File: src/rtl/ps_pkg.sv
package ps_pkg;
   typedef enum logic [1:0] {
      ACT_IDLE  = 2'd0,
      ACT_OPEN  = 2'd1,
      ACT_HOLD  = 2'd2,
      ACT_CLOSE = 2'd3
   } win_act_t;

   function automatic win_act_t classify(input logic win_now, input logic win_was);
      if (!win_was && win_now)      return ACT_OPEN;
      else if (win_was && win_now)  return ACT_HOLD;
      else if (win_was && !win_now) return ACT_CLOSE;
      else                          return ACT_IDLE;
   endfunction
endpackage

File: src/rtl/ps_window_gate.sv
module ps_window_gate #(
   parameter int FLAG_N = 8,
   parameter int SEL_W  = 2,
   parameter int INDEX  = 0
) (
   input  logic [FLAG_N-1:0]       flags,
   input  logic [FLAG_N*SEL_W-1:0] sel_map,
   output logic                    win
);
   localparam logic [SEL_W-1:0] IDX = SEL_W'(INDEX);
   logic [FLAG_N-1:0] hit;

   generate
      for (genvar g = 0; g < FLAG_N; g++) begin : g_flag
         assign hit[g] = flags[g] && (sel_map[g*SEL_W +: SEL_W] == IDX);
      end
   endgenerate

   assign win = |hit;
endmodule

File: src/rtl/ps_peak_tracker.sv
module ps_peak_tracker #(
   parameter int SAMPLE_W = 16,
   parameter int FLAG_N   = 8,
   parameter int TS_W     = 32
) (
   input  logic                clk,
   input  logic                rst,
   input  logic                strobe,
   input  logic                win,
   input  logic [SAMPLE_W-1:0] sample,
   input  logic [FLAG_N-1:0]   flags,
   input  logic [TS_W-1:0]     now_ts,
   output logic                in_win,
   output logic                close_evt,
   output logic [SAMPLE_W-1:0] pk_amp,
   output logic [TS_W-1:0]     pk_time,
   output logic [TS_W-1:0]     t_start,
   output logic [FLAG_N-1:0]   w_peak,
   output logic [FLAG_N-1:0]   w_any
);
   import ps_pkg::*;
   win_act_t act;

   always_comb begin
      act = strobe ? classify(win, in_win) : ACT_IDLE;
   end

   assign close_evt = (act == ACT_CLOSE);

   always_ff @(posedge clk) begin
      if (rst) begin
         in_win  <= 1'b0;
         pk_amp  <= '0;
         pk_time <= '0;
         t_start <= '0;
         w_peak  <= '0;
         w_any   <= '0;
      end else begin
         case (act)
            ACT_OPEN: begin
               in_win  <= 1'b1;
               pk_amp  <= sample;
               pk_time <= now_ts;
               t_start <= now_ts;
               w_peak  <= flags;
               w_any   <= flags;
            end
            ACT_HOLD: begin
               w_any <= w_any | flags;
               if (sample > pk_amp) begin
                  pk_amp  <= sample;
                  pk_time <= now_ts;
                  w_peak  <= flags;
               end
            end
            ACT_CLOSE: in_win <= 1'b0;
            default: ;
         endcase
      end
   end

   assert_peak_monotone_R4: assert property (@(posedge clk) disable iff (rst)
      (strobe && in_win && win) |=> (pk_amp >= $past(pk_amp)));
   assert_tie_keeps_R4: assert property (@(posedge clk) disable iff (rst)
      (strobe && in_win && win && (sample <= pk_amp)) |=> $stable(pk_time));
   assert_any_grows_R5: assert property (@(posedge clk) disable iff (rst)
      (strobe && in_win && win) |=> ((w_any & $past(w_any)) == $past(w_any)));
   assert_open_times_R3: assert property (@(posedge clk) disable iff (rst)
      (strobe && !in_win && win) |=> (in_win && (t_start == pk_time)));
   assert_quiet_R2: assert property (@(posedge clk) disable iff (rst)
      !strobe |=> ($stable(in_win) && $stable(pk_amp) && $stable(w_any)));
endmodule

File: src/rtl/ps_result_emit.sv
module ps_result_emit #(
   parameter int SAMPLE_W = 16,
   parameter int FLAG_N   = 8,
   parameter int TS_W     = 32,
   parameter int CFG_W    = 16,
   parameter int DELAY    = 0
) (
   input  logic                clk,
   input  logic                rst,
   input  logic                close_evt,
   input  logic [SAMPLE_W-1:0] pk_amp,
   input  logic [TS_W-1:0]     pk_time,
   input  logic [TS_W-1:0]     t_start,
   input  logic [FLAG_N-1:0]   w_peak,
   input  logic [FLAG_N-1:0]   w_any,
   input  logic [TS_W-1:0]     now_ts,
   input  logic [CFG_W-1:0]    max_len,
   input  logic [CFG_W-1:0]    sat_ofs,
   output logic                out_valid,
   output logic [TS_W+SAMPLE_W+2*FLAG_N-1:0] out_data
);
   localparam int OUT_W = TS_W + SAMPLE_W + 2*FLAG_N;

   logic [TS_W-1:0] span;
   logic            saturated;
   logic [TS_W-1:0] rep_time;
   logic [DELAY:0]  vq;
   logic [OUT_W-1:0] dq [DELAY+1];

   always_comb begin
      span      = now_ts - t_start;
      saturated = span > TS_W'(max_len);
      rep_time  = saturated ? (t_start + TS_W'(sat_ofs)) : pk_time;
   end

   always_ff @(posedge clk) begin
      if (rst) begin
         vq[0] <= 1'b0;
         dq[0] <= '0;
      end else begin
         vq[0] <= close_evt;
         if (close_evt) dq[0] <= {rep_time, pk_amp, w_peak, w_any};
      end
   end

   generate
      if (DELAY > 0) begin : g_delay
         for (genvar k = 1; k <= DELAY; k++) begin : g_stage
            always_ff @(posedge clk) begin
               if (rst) begin
                  vq[k] <= 1'b0;
                  dq[k] <= '0;
               end else begin
                  vq[k] <= vq[k-1];
                  dq[k] <= dq[k-1];
               end
            end
         end
      end
   endgenerate

   assign out_valid = vq[DELAY];
   assign out_data  = dq[DELAY];

   assert_valid_pulse_R8: assert property (@(posedge clk) disable iff (rst)
      out_valid |=> !out_valid);
   assert_short_time_R7: assert property (@(posedge clk) disable iff (rst)
      (close_evt && ((now_ts - t_start) <= TS_W'(max_len)))
      |=> (dq[0][OUT_W-1 -: TS_W] == $past(pk_time)));
endmodule

File: src/rtl/peak_prim_builder.sv
module peak_prim_builder #(
   parameter int SAMPLE_W = 16,
   parameter int FLAG_N   = 8,
   parameter int SEL_W    = 2,
   parameter int TS_W     = 32,
   parameter int CFG_W    = 16,
   parameter int INDEX    = 0
) (
   input  logic                     clk,
   input  logic                     rst,
   input  logic                     cfg_we,
   input  logic [CFG_W-1:0]         cfg_max_len,
   input  logic [CFG_W-1:0]         cfg_sat_ofs,
   input  logic [FLAG_N*SEL_W-1:0]  sel_map,
   input  logic                     pkt_strobe,
   input  logic [SAMPLE_W-1:0]      pkt_sample,
   input  logic [FLAG_N-1:0]        pkt_flags,
   input  logic [TS_W-1:0]          now_ts,
   output logic                     prim_valid,
   output logic [SEL_W-1:0]         prim_chan,
   output logic [TS_W+SAMPLE_W+2*FLAG_N-1:0] prim_data
);
   localparam int OUT_W = TS_W + SAMPLE_W + 2*FLAG_N;

   generate
      if (INDEX < 0 || INDEX >= (1 << SEL_W)) begin : g_bad_index
         $error("INDEX does not fit the selector width");
      end
      if (CFG_W > TS_W) begin : g_bad_cfg
         $error("configuration width exceeds timestamp width");
      end
   endgenerate

   logic [CFG_W-1:0]    max_len_q, sat_ofs_q;
   logic                win, in_win, close_evt;
   logic [SAMPLE_W-1:0] pk_amp;
   logic [TS_W-1:0]     pk_time, t_start;
   logic [FLAG_N-1:0]   w_peak, w_any;
   logic [OUT_W-1:0]    data_w;

   always_ff @(posedge clk) begin
      if (rst) begin
         max_len_q <= '0;
         sat_ofs_q <= '0;
      end else if (cfg_we) begin
         max_len_q <= cfg_max_len;
         sat_ofs_q <= cfg_sat_ofs;
      end
   end

   ps_window_gate #(.FLAG_N(FLAG_N), .SEL_W(SEL_W), .INDEX(INDEX)) u_gate (
      .flags(pkt_flags), .sel_map(sel_map), .win(win));

   ps_peak_tracker #(.SAMPLE_W(SAMPLE_W), .FLAG_N(FLAG_N), .TS_W(TS_W)) u_track (
      .clk(clk), .rst(rst), .strobe(pkt_strobe), .win(win),
      .sample(pkt_sample), .flags(pkt_flags), .now_ts(now_ts),
      .in_win(in_win), .close_evt(close_evt), .pk_amp(pk_amp),
      .pk_time(pk_time), .t_start(t_start), .w_peak(w_peak), .w_any(w_any));

   ps_result_emit #(.SAMPLE_W(SAMPLE_W), .FLAG_N(FLAG_N), .TS_W(TS_W),
                    .CFG_W(CFG_W), .DELAY(INDEX)) u_emit (
      .clk(clk), .rst(rst), .close_evt(close_evt), .pk_amp(pk_amp),
      .pk_time(pk_time), .t_start(t_start), .w_peak(w_peak), .w_any(w_any),
      .now_ts(now_ts), .max_len(max_len_q), .sat_ofs(sat_ofs_q),
      .out_valid(prim_valid), .out_data(data_w));

   assign prim_data = data_w;
   assign prim_chan = SEL_W'(INDEX);

   assert_reset_quiet_R9: assert property (@(posedge clk)
      rst |=> !prim_valid);
endmodule

File: config.mk
export PLATFORM = sky130hd
export DESIGN_NAME = peak_prim_builder
export DESIGN_NICKNAME = d
export VERILOG_FILES = /design/src/rtl/ps_pkg.sv /design/src/rtl/ps_window_gate.sv /design/src/rtl/ps_peak_tracker.sv /design/src/rtl/ps_result_emit.sv /design/src/rtl/peak_prim_builder.sv
export SDC_FILE = /design/constraint.sdc
export NUM_CORES = 1
export LEC_CHECK = 0
export ABC_AREA = 1
export BUFFER_PORTS_ARGS = -buffer_cell sky130_fd_sc_hd__buf_2
export CAP_MARGIN = 40
export CORE_ASPECT_RATIO = 0.6
export CORE_UTILIZATION = 45
export DETAILED_ROUTE_END_ITERATION = 16
export GPL_TIMING_DRIVEN = 0
export PLACE_DENSITY = 0.68
export RECOVER_POWER = 25
export SLEW_MARGIN = 20
export SYNTH_ARGS = -nofsm -noshare
export SYNTH_HDL_FRONTEND = slang
export SYNTH_SLANG_ARGS = --single-unit
File: constraint.sdc
create_clock -name clk -period 3.35 [get_ports clk]
set_input_delay 0.5025 -clock clk [delete_from_list [all_inputs] [get_ports clk]]
set_output_delay 0.5025 -clock clk [all_outputs]
set_load 0.05 [all_outputs]
==> results by group, run 1 <==
Detailed routing
  • Router iterations before antenna repair: 6
  • DRC Markers: 0
  • Vias: 12600
  • Routed len/inst: 17.6 um
  • Vias per std cell: 5.30
  • ANT nets after route: 0
  • WL final: 41900 um
  • DR iter-0 viols: 1326

Global route
  • Antenna violations before repair: 1
  • GRT Util Overall: 0.296
  • Grt ovf: 0
  • First-pass GRT wire length: about 62000 um
  • Vias in the first global route: ~11000
  • Largest net degree at the start of global routing: 42

Setup path
  • Worst path max stage delay: 0.33 ns
  • Critical Path End Type: flop
  • CP max FO: 7
  • Worst path arrival time: 4.05 ns
  • Slowest CP cell: dfxtp_2
  • Critical path startpoint category: flop
  • Worst Path Buf+Inv: 5
  • CP required: 3.66 ns
  • CP dominant cell by count: nor2_4
  • Worst-case reg-to-reg path depth: 26
  • CP startpoint: u_track.t_start[2]$_SDFFE_PP0P_
  • R2r endpoint: u_emit.dq[0][39]$_SDFFCE_PN0P_
  • WS Path Type: flop to flop
  • Worst R2R Start: u_track.t_start[2]$_SDFFE_PP0P_
  • R2R setup slack: -0.39 ns
  • Top delay family on crit path: simple AND/OR/NAND/NOR gates

Timing
  • Setup TNS Final: -11.16 ns
  • Final Hold Fails: 0
  • Setup WS post-layout: -0.391 ns
  • Relative slew slack: 0.505
  • Slew Viols, Final: 0
  • RSZ-0062 raised after global routing: true
  • Period utilization: 1.12
  • Pin slew with the least headroom to its limit: 0.742 ns
  • Clock Skew: 0.0107 ns
  • F_max: between 0.2 and 0.3 GHz
  • Setup violators final: 32
  • Post-layout min period: 3.74 ns

Hold path
  • Tightest Hold Check Type: input port to flop
  • Hold Path Sink: sat_ofs_q[0]$_SDFFE_PP0P_
  • Hold path start: cfg_sat_ofs[0]
  • Hold Path Depth: 3

Placement
  • Place WS: -1.43 ns
  • # port buffers: 171
  • RePlAce Congestion: 0.976
  • Detail Placement HPWL: about 32000 um

Yosys
  • Post-Synthesis Cells: about 1800
  • Yosys warning total: 0
  • Ys flop type: dfxtp_1
  • Yosys cell types: 40
  • Syn Area/Cell: 6.90 um2
  • Sequential fraction of the synthesis area: 0.371
  • Synth area leader: dfxtp_1
  • Top-area cell type share of the netlist area: 0.214
  • Number of enable flip-flop cells after synthesis: 64
  • Async set or reset register ratio after synthesis: 0
  • Ranking of synthesized cells by area: dfxtp_1 21%, edfxtp_1 16%, nand2_1 15%, ha_1 8.4%, a21oi_1 7.8%
  • Synth top cells by count: 472 x nand2_1, 244 x inv_1, 202 x nor2_1, 189 x a21oi_1, 130 x dfxtp_1
  • Count leader, synth: nand2_1
  • Netlist Area Pre-Place: 12200 um2
  • Synth Register Bits: 194

Power
  • Sw Ratio: 0.374
  • Pleak: about 6.8 nW
  • VDD IR max: 0.000292 V
  • NetSw: 0.00279 W
  • Pwr/cell area: 485 nW/um2
  • Total power: 0.00747 W
  • Clock share of power: 0.277
  • Sequential share of power: 0.367
  • Logic pwr share: 0.356
  • Internal power: about 0.0047 W

Floorplanning
  • Die Area: 27800 um2
  • DIE WIDTH: between 200 and 250 um
  • Initial core utilization: 0.459
  • I/O pin count: 175
  • Die Height: 129 um
  • Core area: 26500 um2
  • Num rows: 46

Layout
  • Area grow syn2layout: 26.5%
  • Diode count: 0
  • Fillers: 2536
  • Fin nets: between 2000 and 2500
  • Core Util, Final: 0.581
  • Share of layout cells above drive strength 1: 0.184

Clock network
  • Root Buffer: clkbuf_16
  • Clock slew seen by the registers of the worst setup and hold paths: about 0.07 ns
  • TritonCTS clock tree: built
  • Num CTS Buffers: 17
  • Skew-Pair Late Insertion Delay: 0.46 ns
  • TritonCTS sink count: 194
  • Max Root-Sink Buffers: 2
  • H-tree depth: 4

Job
  • MaxCap Viol Count: 0

Outcome
  • Status: complete, but fails checks
  • Violations in the final reports: negative setup slack
## metal layers
| layer | routed length (um) | vias up | global-route usage |
|---|---|---|---|
| met4 | 622 | 0 | 0.0777 |
| met2 | 15900 | 555 | 0.390 |
| met1 | 20700 | 5824 | 0.463 |
| met5 | 0 | - | 0 |
| met3 | 4630 | 53 | 0.0723 |
| li1 | - | 6162 | - |
## power by group through the flow
stage               Clock (W)  Combinational (W)  Sequential, W
global route          0.00215            0.00293        0.00276
floorplan                   0            0.00144        0.00289
detailed placement          0            0.00221        0.00278
CTS                   0.00208            0.00250        0.00273
finish                0.00207            0.00266        0.00274
global placement            0            0.00216        0.00278
## cell type report
class / count / area [um2] / share of cell area
Buffer: 59 / 343 / 0.0222
Timing Repair Buffer: 216 / 1310 / 0.0849
Multi-Input combinational cell: 1270 / 7270 / 0.471
Inverter: 245 / 922 / 0.0598
Tap cell: 360 / 450 / 0.0292
Clock buffer: 25 / 509 / 0.0330
Sequential cell: 194 / 4540 / 0.295
Clock inverter: 7 / 71.3 / 0.00463
## worst register-to-register path, cell delays in order (launching register included)
cell and delay (ns):
dfxtp_2 0.33, inv_2 0.05, ha_4 0.27, a21oi_4 0.15
nand2_4 0.10, buf_4 0.15, nand2_1 0.07, nand3_2 0.13
xor2_1 0.19, ha_1 0.30, nand2_1 0.09, nor2_2 0.16
nand2_2 0.09, nor2_4 0.11, nand3_2 0.11, nand2_4 0.12
nand3_4 0.08, nor2_4 0.14, nand3_2 0.11, nor2_4 0.11
buf_12 0.13, buf_8 0.11, nand2_8 0.07, buf_8 0.15
nand2_2 0.07, nand2_2 0.06, nor2_4 0.13
## registers in the layout (all words and copies together) (netlist names)
register	flops
u_emit.dq	64
max_len_q	16
u_track.in_win	1
sat_ofs_q	16
u_track.pk_time	32
u_track.t_start	32
u_track.w_peak	8
u_track.pk_amp	16
u_emit.out_valid	1
u_track.w_any	8
## placed cells by master, fill, tap and decap left out, types with 20 or more instances in the layout
cell type,Yosys,layout
nand2_1,472,414
dfxtp_1,130,119
buf_2,6,111
clkbuf_16,0,20
a21oi_1,189,182
nand3_1,108,94
buf_4,2,29
edfxtp_1,64,64
ha_1,82,66
nor2_2,10,21
nand3b_1,22,22
nor2_4,0,27
clkbuf_1,42,110
o21ai_0,88,88
xor2_1,29,27
nor2_1,202,164
nand2_2,2,43
inv_1,244,233
## per-stage QoR
stage	std cells	instance area (um2)	hold slack, ns
global route	2376	15400	0.275
detailed placement	2300	13500	0.454
floorplan	1768	12200	0.440
global placement	2299	13500	0.451
CTS	2368	15100	0.263
finish	2376	15400	0.275
## repair_timing
action	4_1_cts	5_1_grt
endpoints found under the setup margin	32	42
gates cloned	5	3
resized for setup	127	105
setup buffers	32	7
hold buffers	0	0
pin swaps	38	52
## how the worst max path moves through the flow
stage                                      to  slack (ns)  cells past startpoint
2_1_floorplan  u_emit.dq[0][61]$_SDFFCE_PN0P_       0.002                     25
3_3_place_gp   u_emit.dq[0][40]$_SDFFCE_PN0P_       -1.43                     28
3_5_place_dp   u_emit.dq[0][39]$_SDFFCE_PN0P_       -1.43                     28
4_1_cts        u_emit.dq[0][44]$_SDFFCE_PN0P_       -0.37                     28
5_1_grt        u_emit.dq[0][39]$_SDFFCE_PN0P_       -0.55                     27
6_report       u_emit.dq[0][39]$_SDFFCE_PN0P_       -0.39                     26
## cells by family after synthesis
family	Yosys count	share of synthesized area
simple gates	857	0.292
buf+inv	305	0.101
compound gates	287	0.120
flops	194	0.371
fa+ha+maj	84	0.0875
xor+xnor	39	0.0280
other cells	1	0.000308
No activity file was read; power rests on OpenSTA's default activity.
==> inputs of run 2 (changes only) <==
Settings changed: PLACE_DENSITY 0.68 to default, PLACE_DENSITY_LB_ADDON from default to 0.15.
==> results by group, run 2 (synthesis gave the netlist of run 1 again) <==
Outcome
  • Status: complete, but fails checks
  • Violations in the final reports: negative setup slack

Detailed routing
  • ANT nets after route: 0 (unchanged)
  • Router iterations before antenna repair: 6 (unchanged)
  • WL final: 40900 um (-2.2%)
  • DR iter-0 viols: 1291 (-2.6%)
  • DRC Markers: 0 (unchanged)
  • Vias: 12400 (-1.7%)
  • Routed len/inst: 17.3 um (-1.8%)
  • Vias per std cell: 5.23 (-1.2%)

Layout
  • Fillers: 2586 (+2.0%)
  • Most common cell after layout, fill and taps aside: nand2_1
  • Core Util, Final: 0.566 (-0.0149)
  • Most frequent cells in the layout: 436 x nand2_1, 235 x inv_1, 180 x a21oi_1
  • Top reg by flops: u_emit.dq
  • Fin nets: 2185 (-0.46%)
  • Share of layout cells above drive strength 1: 0.162 (-0.0220)
  • Final std cells w/o fill: 2366 (-0.42%)
  • Regs by FF count: u_emit.dq (64), u_track.pk_time (32), u_track.t_start (32)
  • Diode count: 0 (unchanged)
  • Seq. cell area: 4540 um2 (about the same)
  • Multi-input logic area: 7070 um2 (-2.6%)
  • Area grow syn2layout: 23.2%
  • Max reg flops: 64 (unchanged)

Floorplanning
  • I/O pin count: 175 (unchanged)
  • DIE WIDTH: 214 um (unchanged)
  • Num rows: 46 (unchanged)
  • Die Area: 27800 um2 (unchanged)
  • Core area: 26500 um2 (unchanged)
  • Initial core utilization: 0.459 (unchanged)
  • Die Height: 129 um (unchanged)

Clock network
  • TritonCTS clock tree: built
  • Skew-Pair Late Insertion Delay: 0.45 ns (about the same)
  • Root Buffer: clkbuf_16
  • H-tree depth: 4 (unchanged)
  • Num CTS Buffers: 17 (unchanged)
  • TritonCTS sink count: 194 (unchanged)
  • Max Root-Sink Buffers: 2 (unchanged)
  • Clock slew seen by the registers of the worst setup and hold paths: 0.07 ns (about the same)

Power
  • Sequential share of power: 0.372 (+0.005)
  • Sw Ratio: 0.374 (about the same)
  • Pwr/cell area: 490 nW/um2 (+1.2%)
  • Pleak: 6.73 nW (-1.5%)
  • Logic pwr share: 0.351 (-0.005)
  • VDD IR max: 0.000289 V (-1.1%)
  • Clock share of power: 0.277 (about the same)
  • NetSw: 0.00275 W (-1.4%)
  • Internal power: 0.00461 W (-1.4%)

Setup path
  • Critical Path End Type: flop
  • R2R setup slack: -0.40 ns (about the same)
  • WS Path Type: flop to flop
  • Worst path arrival time: 4.06 ns (about the same)
  • Critical path startpoint category: flop
  • CP max FO: 5 (-2)
  • CP startpoint: u_track.t_start[0]$_SDFFE_PP0P_
  • Worst-case reg-to-reg path depth: 26 (unchanged)
  • CP endpoint: u_emit.dq[0][45]$_SDFFCE_PN0P_
  • R2r endpoint: u_emit.dq[0][45]$_SDFFCE_PN0P_
  • Worst R2R Start: u_track.t_start[0]$_SDFFE_PP0P_
  • CP required: 3.66 ns (about the same)

Global route
  • Largest net degree at the start of global routing: 37 (-12%)
  • Antenna violations before repair: 0 (-1)
  • GRT Util Overall: 0.291 (-0.00448)
  • Grt ovf: 0 (unchanged)
  • Vias in the first global route: 10600 (-3.8%)
  • First-pass GRT wire length: 61200 um (-1.9%)

Timing
  • Final Hold Fails: 0 (unchanged)
  • Slew Viols, Final: 0 (unchanged)
  • Clock Skew: 0.00713 ns (-0.00358 ns)
  • Setup WS post-layout: -0.403 ns (-0.0126 ns)
  • Setup TNS Final: -11.12 ns (+0.0387 ns)
  • RSZ-0062 raised after global routing: true
  • F_max: 0.266 GHz (-0.34%)
  • Setup violators final: 32 (unchanged)
  • Relative slew slack: 0.495 (-0.0103)
  • WHS: 0.281 ns (+0.00515 ns)
  • Post-layout min period: 3.75 ns (+0.0126 ns)
  • Pin slew with the least headroom to its limit: 0.749 ns (+0.00749 ns)
  • Period utilization: 1.12 (+0.00377)

Placement
  • Cell total after placement: 2300 (unchanged)
  • RePlAce Congestion: 0.962 (-1.5%)
  • Detail Placement HPWL: 32300 um (+1.1%)
  • # port buffers: 171 (unchanged)

Hold path
  • Tightest Hold Check Type: input port to flop

Job
  • MaxCap Viol Count: 0 (unchanged)
-- run 2: changes by cell type in the layout (fill, tap and decap cells not counted), sizes merged --
cell	previous run	this run
clkinv	3	6
bufbuf	0	1
inv	247	246
clkbuf	136	129
bufinv	1	2
clkinvlp	1	3
buf	164	155
-- run 2: critical path, stage by stage, from the launching register on --
cell and delay (ns):
dfxtp_2 0.34, ha_4 0.16, fa_2 0.34, inv_2 0.10, nand2_2 0.06, nand2_2 0.07
nand3_2 0.07, nand2_2 0.11, buf_4 0.15, xor2_1 0.16, ha_1 0.25, nand2_1 0.08
nor2_2 0.05, nand2_2 0.09, nor2_4 0.05, nand2_1 0.10, nand3_2 0.10, nand2_4 0.11
nand3_4 0.09, nor2_4 0.11, nand3_2 0.11, nor2_4 0.20, buf_6 0.15, buf_12 0.11
bufbuf_16 0.25, a21oi_2 0.05, nor2_2 0.13
-- run 2: power by group through the flow --
| stage | Combinational [W] | Clock (W) | Sequential [W] |
|---|---|---|---|
| floorplan | 0.00144 | 0 | 0.00289 |
| global placement | 0.00217 | 0 | 0.00278 |
| detailed placement | 0.00221 | 0 | 0.00278 |
| CTS | 0.00245 | 0.00206 | 0.00273 |
| global route | 0.00285 | 0.00216 | 0.00276 |
| finish | 0.00258 | 0.00204 | 0.00274 |
-- run 2: worst min-delay path by stage --
stage | from | end | slack, ns | cells after the start
after global routing | cfg_sat_ofs[13] | sat_ofs_q[13]$_SDFFE_PP0P_ | 0.27 | 3
after floorplan | max_len_q[10]$_SDFFE_PP0P_ | max_len_q[10]$_SDFFE_PP0P_ | 0.44 | 2
after global placement | u_track.w_any[1]$_SDFFE_PP0P_ | u_track.w_any[1]$_SDFFE_PP0P_ | 0.45 | 2
final | cfg_sat_ofs[3] | sat_ofs_q[3]$_SDFFE_PP0P_ | 0.28 | 3
after detailed placement | u_track.w_any[0]$_SDFFE_PP0P_ | u_track.w_any[0]$_SDFFE_PP0P_ | 0.46 | 2
after CTS | cfg_sat_ofs[12] | sat_ofs_q[12]$_SDFFE_PP0P_ | 0.26 | 3
-- run 2: what timing repair did --
| item | 4_1_cts | 5_1_grt |
|---|---|---|
| buffers inserted | 23 | 8 |
| endpoints found under the setup margin | 32 | 50 |
| hold buffers | 0 | 0 |
| gates cloned | 3 | 0 |
| resized for setup | 102 | 65 |
| endpoints found under the hold margin | 0 | 0 |
| pin swaps | 35 | 29 |
-- run 2: routing by layer --
metal | vias to the layer above | global-route usage | part of all wire
li1 | 6142 | - | -
met1 | 5718 | 0.466 | 0.52
met2 | 488 | 0.381 | 0.38
met3 | 37 | 0.0624 | 0.095
met4 | 0 | 0.0710 | 0.011
met5 | - | 0 | 0
-- run 2: stage by stage --
stage | area (um2) | setup slack, ns | power [W]
4_1_cts | 14800 | -0.433 | 0.00723
5_1_grt | 15000 | -0.553 | 0.00777
3_5_place_dp | 13500 | -1.42 | 0.00499
6_report | 15000 | -0.403 | 0.00736
3_3_place_gp | 13500 | -1.45 | 0.00495
2_1_floorplan | 12200 | 0.00186 | 0.00434
-- run 2: area by class of cell --
type / instances / share of cell area
buffer: 59 / 0.0209
clock buffer: 20 / 0.0291
multi-input combinational: 1270 / 0.471
clock inverter: 12 / 0.00883
timing repair buffer: 206 / 0.0762
tap: 360 / 0.0300
inverter: 245 / 0.0612
sequential: 194 / 0.303
